===== src/rtl/psd_pkg.sv =====
package psd_pkg;

  // Total division ratio of one output period
  function automatic int unsigned div_ratio(input int unsigned n, input int unsigned a,
                                            input int unsigned pre_w);
    return (n << pre_w) + a;
  endfunction

  // A pair is usable when N reaches the floor and is not smaller than A
  function automatic logic cfg_ok(input int unsigned n, input int unsigned a,
                                  input int unsigned min_n);
    return (n >= min_n) && (n >= a);
  endfunction

  // Start value of the prescaler down-counter for the chosen modulus
  function automatic int unsigned pre_top(input int unsigned pre_w, input logic mod_hi);
    return mod_hi ? (32'd1 << pre_w) : ((32'd1 << pre_w) - 32'd1);
  endfunction

endpackage


===== src/rtl/psd_cfg.sv =====
module psd_cfg
  import psd_pkg::*;
#(
  parameter int unsigned A_W   = 6,
  parameter int unsigned N_W   = 12,
  parameter int unsigned MIN_N = 5,
  parameter int unsigned RST_A = 0,
  parameter int unsigned RST_N = 5
) (
  input  logic           clk,
  input  logic           rst,
  input  logic           load,
  input  logic [A_W-1:0] a_in,
  input  logic [N_W-1:0] n_in,
  input  logic           boundary,
  output logic [A_W-1:0] act_a,
  output logic [N_W-1:0] act_n,
  output logic [A_W-1:0] nxt_a,
  output logic [N_W-1:0] nxt_n,
  output logic           cfg_err
);

  logic [A_W-1:0] pend_a;
  logic [N_W-1:0] pend_n;
  logic           pend_vld;
  logic           pend_ok;
  logic           in_ok;
  logic           adopt;

  assign pend_ok = cfg_ok(32'(pend_n), 32'(pend_a), MIN_N);
  assign in_ok   = cfg_ok(32'(n_in), 32'(a_in), MIN_N);
  assign adopt   = boundary && pend_vld && pend_ok;
  assign nxt_a   = adopt ? pend_a : act_a;
  assign nxt_n   = adopt ? pend_n : act_n;

  always_ff @(posedge clk) begin
    if (rst) begin
      pend_a   <= A_W'(RST_A);
      pend_n   <= N_W'(RST_N);
      pend_vld <= 1'b0;
      act_a    <= A_W'(RST_A);
      act_n    <= N_W'(RST_N);
      cfg_err  <= 1'b0;
    end else begin
      if (load) begin
        pend_a   <= a_in;
        pend_n   <= n_in;
        pend_vld <= 1'b1;
        cfg_err  <= !in_ok;
      end else if (boundary) begin
        pend_vld <= 1'b0;
      end
      act_a <= nxt_a;
      act_n <= nxt_n;
    end
  end

  // the ratio in use moves only at a period boundary
  assert_ratio_steady_R5: assert property (@(posedge clk) disable iff (rst)
    !boundary |=> ($stable(act_a) && $stable(act_n)));

  // an unusable pair never becomes the ratio in use
  assert_active_valid_R7: assert property (@(posedge clk) disable iff (rst)
    cfg_ok(32'(act_n), 32'(act_a), MIN_N));

  // the error flag only moves on a load
  assert_err_hold_R9: assert property (@(posedge clk) disable iff (rst)
    !load |=> $stable(cfg_err));

endmodule


===== src/rtl/psd_prescaler.sv =====
module psd_prescaler
  import psd_pkg::*;
#(
  parameter int unsigned PRE_W  = 6,
  parameter bit          RST_HI = 1'b0
) (
  input  logic clk,
  input  logic rst,
  input  logic reload_hi,
  output logic tick
);

  localparam int unsigned PC_W   = PRE_W + 1;
  localparam logic [PC_W-1:0] TOP_HI = PC_W'(pre_top(PRE_W, 1'b1));
  localparam logic [PC_W-1:0] TOP_LO = PC_W'(pre_top(PRE_W, 1'b0));

  logic [PC_W-1:0] pc;

  assign tick = (pc == '0);

  always_ff @(posedge clk) begin
    if (rst)       pc <= RST_HI ? TOP_HI : TOP_LO;
    else if (tick) pc <= reload_hi ? TOP_HI : TOP_LO;
    else           pc <= pc - 1'b1;
  end

  // the prescaler never counts past the larger modulus
  assert_pc_range_R3: assert property (@(posedge clk) disable iff (rst)
    pc <= TOP_HI);

endmodule


===== src/rtl/psd_counters.sv =====
module psd_counters #(
  parameter int unsigned A_W   = 6,
  parameter int unsigned N_W   = 12,
  parameter int unsigned RST_A = 0,
  parameter int unsigned RST_N = 5
) (
  input  logic           clk,
  input  logic           rst,
  input  logic           tick,
  input  logic [A_W-1:0] nxt_a,
  input  logic [N_W-1:0] nxt_n,
  output logic           mod_ctl,
  output logic           period_end,
  output logic           reload_hi
);

  logic [A_W-1:0] sc;
  logic [N_W-1:0] mc;

  assign mod_ctl    = (sc != '0);
  assign period_end = tick && (mc == N_W'(1));
  assign reload_hi  = period_end ? (nxt_a != '0) : (sc > A_W'(1));

  always_ff @(posedge clk) begin
    if (rst) begin
      sc <= A_W'(RST_A);
      mc <= N_W'(RST_N);
    end else if (period_end) begin
      sc <= nxt_a;
      mc <= nxt_n;
    end else if (tick) begin
      if (sc != '0) sc <= sc - 1'b1;
      mc <= mc - 1'b1;
    end
  end

  // the main counter never sits at zero
  assert_mc_nonzero_R2: assert property (@(posedge clk) disable iff (rst)
    mc != '0);

  // a boundary reloads the main counter with the chosen ratio
  assert_reload_R5: assert property (@(posedge clk) disable iff (rst)
    period_end |=> (mc == $past(nxt_n)));

  // modulus 65 ends only on a prescaler tick
  assert_mod_fall_R3: assert property (@(posedge clk) disable iff (rst)
    $fell(mod_ctl) |-> $past(tick));

  // modulus 65 starts only at a period boundary
  assert_mod_rise_R3: assert property (@(posedge clk) disable iff (rst)
    $rose(mod_ctl) |-> $past(period_end));

endmodule


===== src/rtl/psd_divider.sv =====
module psd_divider
  import psd_pkg::*;
#(
  parameter int unsigned PRE_W = 6,
  parameter int unsigned A_W   = 6,
  parameter int unsigned N_W   = 12,
  parameter int unsigned MIN_N = 5,
  parameter int unsigned RST_N = 5,
  parameter int unsigned RST_A = 0
) (
  input  logic           clk,
  input  logic           rst,
  input  logic           load,
  input  logic [A_W-1:0] swallow_in,
  input  logic [N_W-1:0] main_in,
  output logic           mod_ctl,
  output logic           fp,
  output logic           cfg_err
);

  localparam bit RST_HI = (RST_A != 0);

  logic           tick;
  logic           period_end;
  logic           reload_hi;
  logic [A_W-1:0] act_a;
  logic [N_W-1:0] act_n;
  logic [A_W-1:0] nxt_a;
  logic [N_W-1:0] nxt_n;

  psd_cfg #(
    .A_W(A_W), .N_W(N_W), .MIN_N(MIN_N), .RST_A(RST_A), .RST_N(RST_N)
  ) u_cfg (
    .clk(clk), .rst(rst), .load(load), .a_in(swallow_in), .n_in(main_in),
    .boundary(period_end), .act_a(act_a), .act_n(act_n),
    .nxt_a(nxt_a), .nxt_n(nxt_n), .cfg_err(cfg_err)
  );

  psd_prescaler #(
    .PRE_W(PRE_W), .RST_HI(RST_HI)
  ) u_pre (
    .clk(clk), .rst(rst), .reload_hi(reload_hi), .tick(tick)
  );

  psd_counters #(
    .A_W(A_W), .N_W(N_W), .RST_A(RST_A), .RST_N(RST_N)
  ) u_cnt (
    .clk(clk), .rst(rst), .tick(tick), .nxt_a(nxt_a), .nxt_n(nxt_n),
    .mod_ctl(mod_ctl), .period_end(period_end), .reload_hi(reload_hi)
  );

  assign fp = period_end;

  // Cycle count inside the current period, kept for the length check
  logic [31:0] cyc;
  always_ff @(posedge clk) begin
    if (rst || period_end) cyc <= '0;
    else                   cyc <= cyc + 32'd1;
  end

  // each period lasts exactly the programmed ratio
  assert_period_len_R2: assert property (@(posedge clk) disable iff (rst)
    period_end |-> ((cyc + 32'd1) == div_ratio(32'(act_n), 32'(act_a), PRE_W)));

  // fp is never high in two consecutive cycles
  assert_fp_single_R4: assert property (@(posedge clk) disable iff (rst)
    fp |=> !fp);

endmodule


===== config.mk =====
export PLATFORM = sky130hd
export DESIGN_NAME = psd_divider
export DESIGN_NICKNAME = d
export VERILOG_FILES = /design/src/rtl/psd_pkg.sv /design/src/rtl/psd_cfg.sv /design/src/rtl/psd_prescaler.sv /design/src/rtl/psd_counters.sv /design/src/rtl/psd_divider.sv
export SDC_FILE = /design/constraint.sdc
export NUM_CORES = 1
export LEC_CHECK = 0
export ABC_CLOCK_PERIOD_IN_PS = 6010
export BUFFER_PORTS_ARGS = -buffer_cell sky130_fd_sc_hd__buf_4
export CORE_MARGIN = 5
export CORE_UTILIZATION = 57
export DETAILED_ROUTE_END_ITERATION = 12
export PLACE_DENSITY_LB_ADDON = 0.05
export SKIP_CTS_REPAIR_TIMING = 1
export SLEW_MARGIN = 20
export SYNTH_ARGS = -nofsm -noshare
export SYNTH_HDL_FRONTEND = slang
export SYNTH_SLANG_ARGS = --single-unit

===== constraint.sdc =====
create_clock -name clk -period 6.01 [get_ports clk]
set_input_delay 0.9015 -clock clk [delete_from_list [all_inputs] [get_ports clk]]
set_output_delay 0.9015 -clock clk [all_outputs]
set_load 0.05 [all_outputs]

==> results_dict.tcl, run 1 <==
set metrics [dict create \
    grt_pass1_vias 2573 \
    place_area_sq_um 3470 \
    hp-class "register to register" \
    p_leak_nw 1.41 \
    combPwrFrac 0.093 \
    hpwl_um 4950 \
    pwr-share-seq 0.546 \
    hp-start "u_cfg.act_n[8]" \
    min_period_over_period 0.602 \
    avgSynthCellArea_sq_um 8.63 \
    design_area_sq_um 3630 \
    syn2layout_area_growth_pct 9.87 \
    ctsLongestPathBuffers 2 \
    fin_setup_tns_ps 0 \
    grtUsageTotal 0.201 \
    wl_um 6870 \
    power.internal_uw 604 \
    vias 2689 \
    cts_tree "done" \
    synth_fp_nets 422 \
    drt_iter0_drc 175 \
    fin_skew_ps 5.87 \
    netlist_instances 383 \
    path_clk_slew_ps 60 \
    outcome "complete, no violations" \
    coreArea_sq_um 5570 \
    yosys_register_bits 63 \
    port_buffers 23 \
    drv_slew 0 \
    min_period_ps 3620 \
    drt_first_pass_iters 5 \
    ys_warn_count 0 \
    initial_core_util 0.593 \
    antenna_found_initial 0 \
    dpl.cell_count 458 \
    ctsHtreeMaxLevel 3 \
    r2r-start "u_pre.pc[2]" \
    die_area_sq_um 7430 \
    drv_cap 0 \
    fp.dieH_um 86.2 \
    multiInputGateArea_sq_um 1870 \
    wire_per_inst_um 14.5 \
    max_slew_margin 0.498 \
    setup_viol 0 \
    holdPathStages 2 \
    cp.arrival_ps 2720 \
    syn-cell-area_sq_um 3310 \
    grt_max_degree 57 \
    fp-row-count 27 \
    worstSetupPathType "register to primary output" \
    whs_ps 449 \
    worstSkewPairLatency_ps 330 \
    worstMarginPinSlew_ps 751 \
    grt-ovfl-total 0 \
    seq_area_sq_um 1260 \
    end_kind "primary output" \
    rsz0062_at_grt "no" \
    reg2regPathDepth 7 \
    rrSetupSlack_ps 3060 \
    n_fill_cell 466 \
    fmax_mhz 276 \
    final_hold_viol_count 0 \
    p_clk_frac 0.361 \
    drive_gt1_frac 0.112 \
    vias_per_cell 5.68 \
    cp.required_ps 5110 \
    io_pins 24 \
    seq_area_frac_synth 0.381 \
    hold_end "u_cfg.act_n[8]" \
    diodes 0 \
    power.density_nw_per_um2 221 \
    cts.sinks 63 \
    p_sw_frac 0.249 \
    cts-root-buf "clkbuf_8" \
    place.gp.congestion 0.806 \
    die_w_um 86.2 \
    fin_nets 437 \
    drtAntennaViolNets 0 \
    yosysUniqueCellTypes 44 \
    crit_fanout 27 \
    layoutNonFillerInstCount 473 \
    cts_made_buffers 9 \
    r2r-end "u_cfg.act_a[4]" \
    drc 0 \
    grt_pass1_wl_um 11900 \
    peakVddDrop_mv 0.172 \
    critPathLaunchType "register" \
    p_switching_uw 200 \
]
==> power groups by stage <==
stage	clock [mW]	combinational [mW]	sequential, mW
floorplan	0	0.0534	0.444
global placement	0	0.0731	0.448
detailed placement	0	0.0756	0.448
CTS	0.301	0.0759	0.439
global route	0.322	0.0850	0.440
finish	0.290	0.0745	0.439
==> cell usage after synthesis, drive strengths merged <==
| cell type | count | share of area |
|---|---|---|
| nor3 | 15 | 0.026 |
| or3 | 2 | 0.0038 |
| dfxtp | 63 | 0.38 |
| nor2 | 60 | 0.068 |
| a31oi | 8 | 0.015 |
| o2111ai | 1 | 0.0026 |
| buf | 10 | 0.018 |
| a21o | 2 | 0.0045 |
| a2111o | 1 | 0.0034 |
| nand2 | 29 | 0.035 |
| nand3b | 2 | 0.0045 |
| nand3 | 10 | 0.015 |
| nand2b | 4 | 0.0076 |
| xor2 | 1 | 0.0026 |
| or2 | 6 | 0.011 |
| o211ai | 11 | 0.025 |
| o221ai | 2 | 0.0053 |
| or4 | 4 | 0.0091 |
| clkbuf | 10 | 0.011 |
| a41o | 1 | 0.0030 |
| a211o | 1 | 0.0026 |
| and3b | 1 | 0.0026 |
| ha | 18 | 0.068 |
| o21ai | 11 | 0.017 |
| nor4 | 7 | 0.018 |
| a221oi | 1 | 0.0026 |
| a21oi | 9 | 0.014 |
| a211oi | 7 | 0.016 |
| nand4 | 5 | 0.0095 |
| nor2b | 1 | 0.0019 |
| o41ai | 1 | 0.0026 |
| inv | 20 | 0.023 |
| nor3b | 3 | 0.0068 |
| mux2i | 40 | 0.12 |
| a311oi | 6 | 0.016 |
| nand4b | 1 | 0.0026 |
| xnor2 | 9 | 0.024 |
==> layout make-up <==
class / instances / area share
tap: 72 / 0.0248
multi-input combinational: 280 / 0.516
clock inverter: 2 / 0.00275
timing repair buffer: 24 / 0.0517
sequential: 63 / 0.347
inverter: 20 / 0.0207
clock buffer: 12 / 0.0372
==> placed cells by master, fill, tap and decap left out, types with 2 or more instances in the layout <==
| cell type | n |
|---|---|
| a211oi_1 | 7 |
| a21o_1 | 2 |
| a21oi_1 | 9 |
| a311oi_1 | 6 |
| a31oi_1 | 8 |
| buf_4 | 23 |
| clkbuf_1 | 3 |
| clkbuf_8 | 9 |
| clkinv_2 | 2 |
| dfxtp_1 | 63 |
| ha_1 | 18 |
| inv_1 | 19 |
| mux2i_1 | 40 |
| nand2_1 | 28 |
| nand2b_1 | 4 |
| nand3_1 | 10 |
| nand3b_1 | 2 |
| nand4_1 | 5 |
| nor2_1 | 60 |
| nor3_1 | 14 |
| nor3b_1 | 3 |
| nor4_1 | 6 |
| o211ai_1 | 11 |
| o21ai_0 | 10 |
| o221ai_1 | 2 |
| or2_2 | 6 |
| or3_1 | 2 |
| or4_1 | 4 |
| xnor2_1 | 9 |
==> registers in the layout (all words and copies together) (netlist names) <==
register and flops:
u_cfg.pend_a 6, u_cnt.sc 6, u_cfg.act_a 6, u_cfg.pend_n 12, u_pre.pc 7, u_cfg.pend_vld 1, u_cnt.mc 12, u_cfg.cfg_err 1
u_cfg.act_n 12
==> layer usage <==
| metal | vias up | GRT usage | wire (um) |
|---|---|---|---|
| met4 | 0 | 0.0751 | 109 |
| li1 | 1395 | - | - |
| met3 | 10 | 0.0513 | 289 |
| met5 | - | 0 | 0 |
| met1 | 1235 | 0.265 | 3330 |
| met2 | 49 | 0.317 | 3140 |
==> worst max-delay path, cell delays in order (launching register included) <==
cell and delay, ps:
dfxtp_1 340, or4_1 680, nor4_4 550, nand2_4 170
inv_2 360, buf_4 280
==> cell families (layout without fill, tap and decap cells) <==
logic type / after synthesis / after routing / synth area share
AND/OR/NAND/NOR: 150 / 150 / 0.222
flip-flops: 63 / 63 / 0.381
AO/OA/AOI/OAI: 62 / 62 / 0.129
multiplexers: 40 / 40 / 0.121
buffers and inverters: 40 / 58 / 0.0518
adder cells (fa/ha/maj): 18 / 18 / 0.0681
XOR/XNOR: 10 / 10 / 0.0265
==> through the flow <==
step | util | power [mW] | worst slack (ps)
after floorplan | - | 0.497 | 3070
after global placement | 0.623 | 0.521 | 2760
after detailed placement | 0.623 | 0.524 | 2750
after CTS | 0.649 | 0.815 | 2360
after global routing | 0.652 | 0.847 | 2170
final | 0.652 | 0.804 | 2390
==> worst max path at each step <==
stage / slack [ps] / startpoint / depth (start not counted) / to
4_1_cts: 2360 / u_pre.pc[2] / 5 / fp
3_3_place_gp: 2760 / u_pre.pc[2] / 5 / fp
6_report: 2390 / u_pre.pc[2] / 5 / fp
3_5_place_dp: 2750 / u_pre.pc[2] / 5 / fp
2_1_floorplan: 3070 / u_pre.pc[2] / 6 / fp
5_1_grt: 2170 / u_pre.pc[2] / 5 / fp
(Power assumes the default switching activity.)
==> run 2: changes to the inputs <==
Settings changed: ABC_CLOCK_PERIOD_IN_PS 6010 to 3000, CORE_UTILIZATION 57 to 54.
Clock period 6.01 ns to 3 ns, I/O delays scaled along.
==> results_dict.tcl, run 2 (synthesis gave the netlist of run 1 again) <==
set metrics [dict create \
    whs_ps 354 \
    cts-root-buf "clkbuf_8" \
    initial_core_util 0.559 \
    drtAntennaViolNets 0 \
    worstMarginPinSlew_ps 781 \
    cts.sinks 63 \
    cp.arrival_ps 2360 \
    cts_tree "done" \
    finalPower_mw 1.94 \
    worstSetupPathType "register to primary output" \
    end_kind "primary output" \
    peakVddDrop_mv 0.333 \
    grtUsageTotal 0.209 \
    fp.dieH_um 88.3 \
    ctsHtreeMaxLevel 3 \
    coreArea_sq_um 5920 \
    diodes 0 \
    outcome "complete, no violations" \
    antenna_found_initial 0 \
    vias 2704 \
    final_common_cell "dfxtp_1" \
    fin_setup_tns_ps 0 \
    min_period_ps 2810 \
    critPathLaunchType "register" \
    drv_cap 0 \
    cts_made_buffers 9 \
    final_hold_viol_count 0 \
    syn2layout_area_growth_pct 13.9 \
    rsz0062_at_grt "no" \
    max_slew_margin 0.477 \
    hp-class "primary input to register" \
    cp.required_ps 2550 \
    ctsLongestPathBuffers 2 \
    fin_skew_ps 9.90 \
    worstSkewPairLatency_ps 340 \
    min_period_over_period 0.937 \
    drt_first_pass_iters 4 \
    die_area_sq_um 7790 \
    io_pins 24 \
    crit_fanout 11 \
    die_w_um 88.3 \
    grt_pass1_vias 2627 \
    drc 0 \
    reg_top3 "u_cfg.act_n x12, u_cfg.pend_n x12, u_cnt.mc x12" \
    drive_gt1_frac 0.135 \
    place.gp.congestion 0.815 \
    power.density_nw_per_um2 514 \
    setup_viol 0 \
    wire_per_inst_um 15.1 \
    fin_nets 442 \
    vias_per_cell 5.60 \
    final_cell_mix "dfxtp_1, nor2_1, mux2i_1, buf_4, nand2_1" \
    hpwl_um 5150 \
    grt_pass1_wl_um 12700 \
    wl_um 7300 \
    grt-ovfl-total 0 \
    drt_iter0_drc 176 \
    port_buffers 23 \
    fmax_mhz 356 \
    p_leak_nw 1.48 \
    grt_max_degree 57 \
    fp-row-count 28 \
    path_clk_slew_ps 70 \
    drv_slew 0 \
]
run 2: cell count changes in the layout (fill, tap and decap cells not counted), sizes merged:
cell      previous run  this run
buf                 24        29
bufinv               0         3
clkbuf              12        10
clkinvlp             0         1
run 2: cell type report:
| class | instances | area [sq um] |
|---|---|---|
| timing repair buffer | 29 | 218 |
| inverter | 20 | 75.1 |
| sequential | 63 | 1260 |
| clock buffer | 10 | 138 |
| multi-input combinational | 280 | 1870 |
| tap | 75 | 93.8 |
| clock inverter | 6 | 108 |
| fill | 514 | 2150 |
run 2: final timing paths:
kind | startpoint | endpoint | slack (ps) | cells past startpoint
setup / recovery | u_pre.pc[2] | fp | 190 | 5
setup reg to reg | u_pre.pc[2] | u_cfg.act_a[3] | 430 | 7
hold reg to reg | u_cfg.act_n[8] | u_cfg.act_n[8] | 460 | 2
hold / removal | main_in[9] | u_cfg.pend_n[9] | 350 | 3
run 2: where the power goes:
group	total, mW	switching, mW	leakage [nW]	internal, mW
Sequential	0.879	0.0242	0.512	0.855
Clock	0.903	0.332	0.122	0.572
Combinational	0.155	0.0873	0.848	0.0680
run 2: routing by layer:
layer | share of wire | track usage | vias up
met5 | 0 | 0 | -
met4 | 0.0082 | 0.0742 | 0
met3 | 0.032 | 0.0456 | 5
met2 | 0.45 | 0.322 | 47
met1 | 0.51 | 0.291 | 1249
li1 | - | - | 1403
run 2: worst max-delay path, stage by stage (launching register included):
cell	delay (ps)
dfxtp_1	350
or4_1	690
nor4_4	420
nand2_4	160
inv_2	190
buf_4	230
run 2: per-stage QoR:
stage | setup slack, ps | std cells | instance area [sq um] | util
4_1_cts | 156 | 483 | 3770 | 0.636
3_5_place_dp | 428 | 467 | 3520 | 0.595
3_3_place_gp | 463 | 467 | 3520 | 0.595
6_report | 188 | 483 | 3770 | 0.636
2_1_floorplan | 454 | 383 | 3310 | -
5_1_grt | 55.5 | 483 | 3770 | 0.636
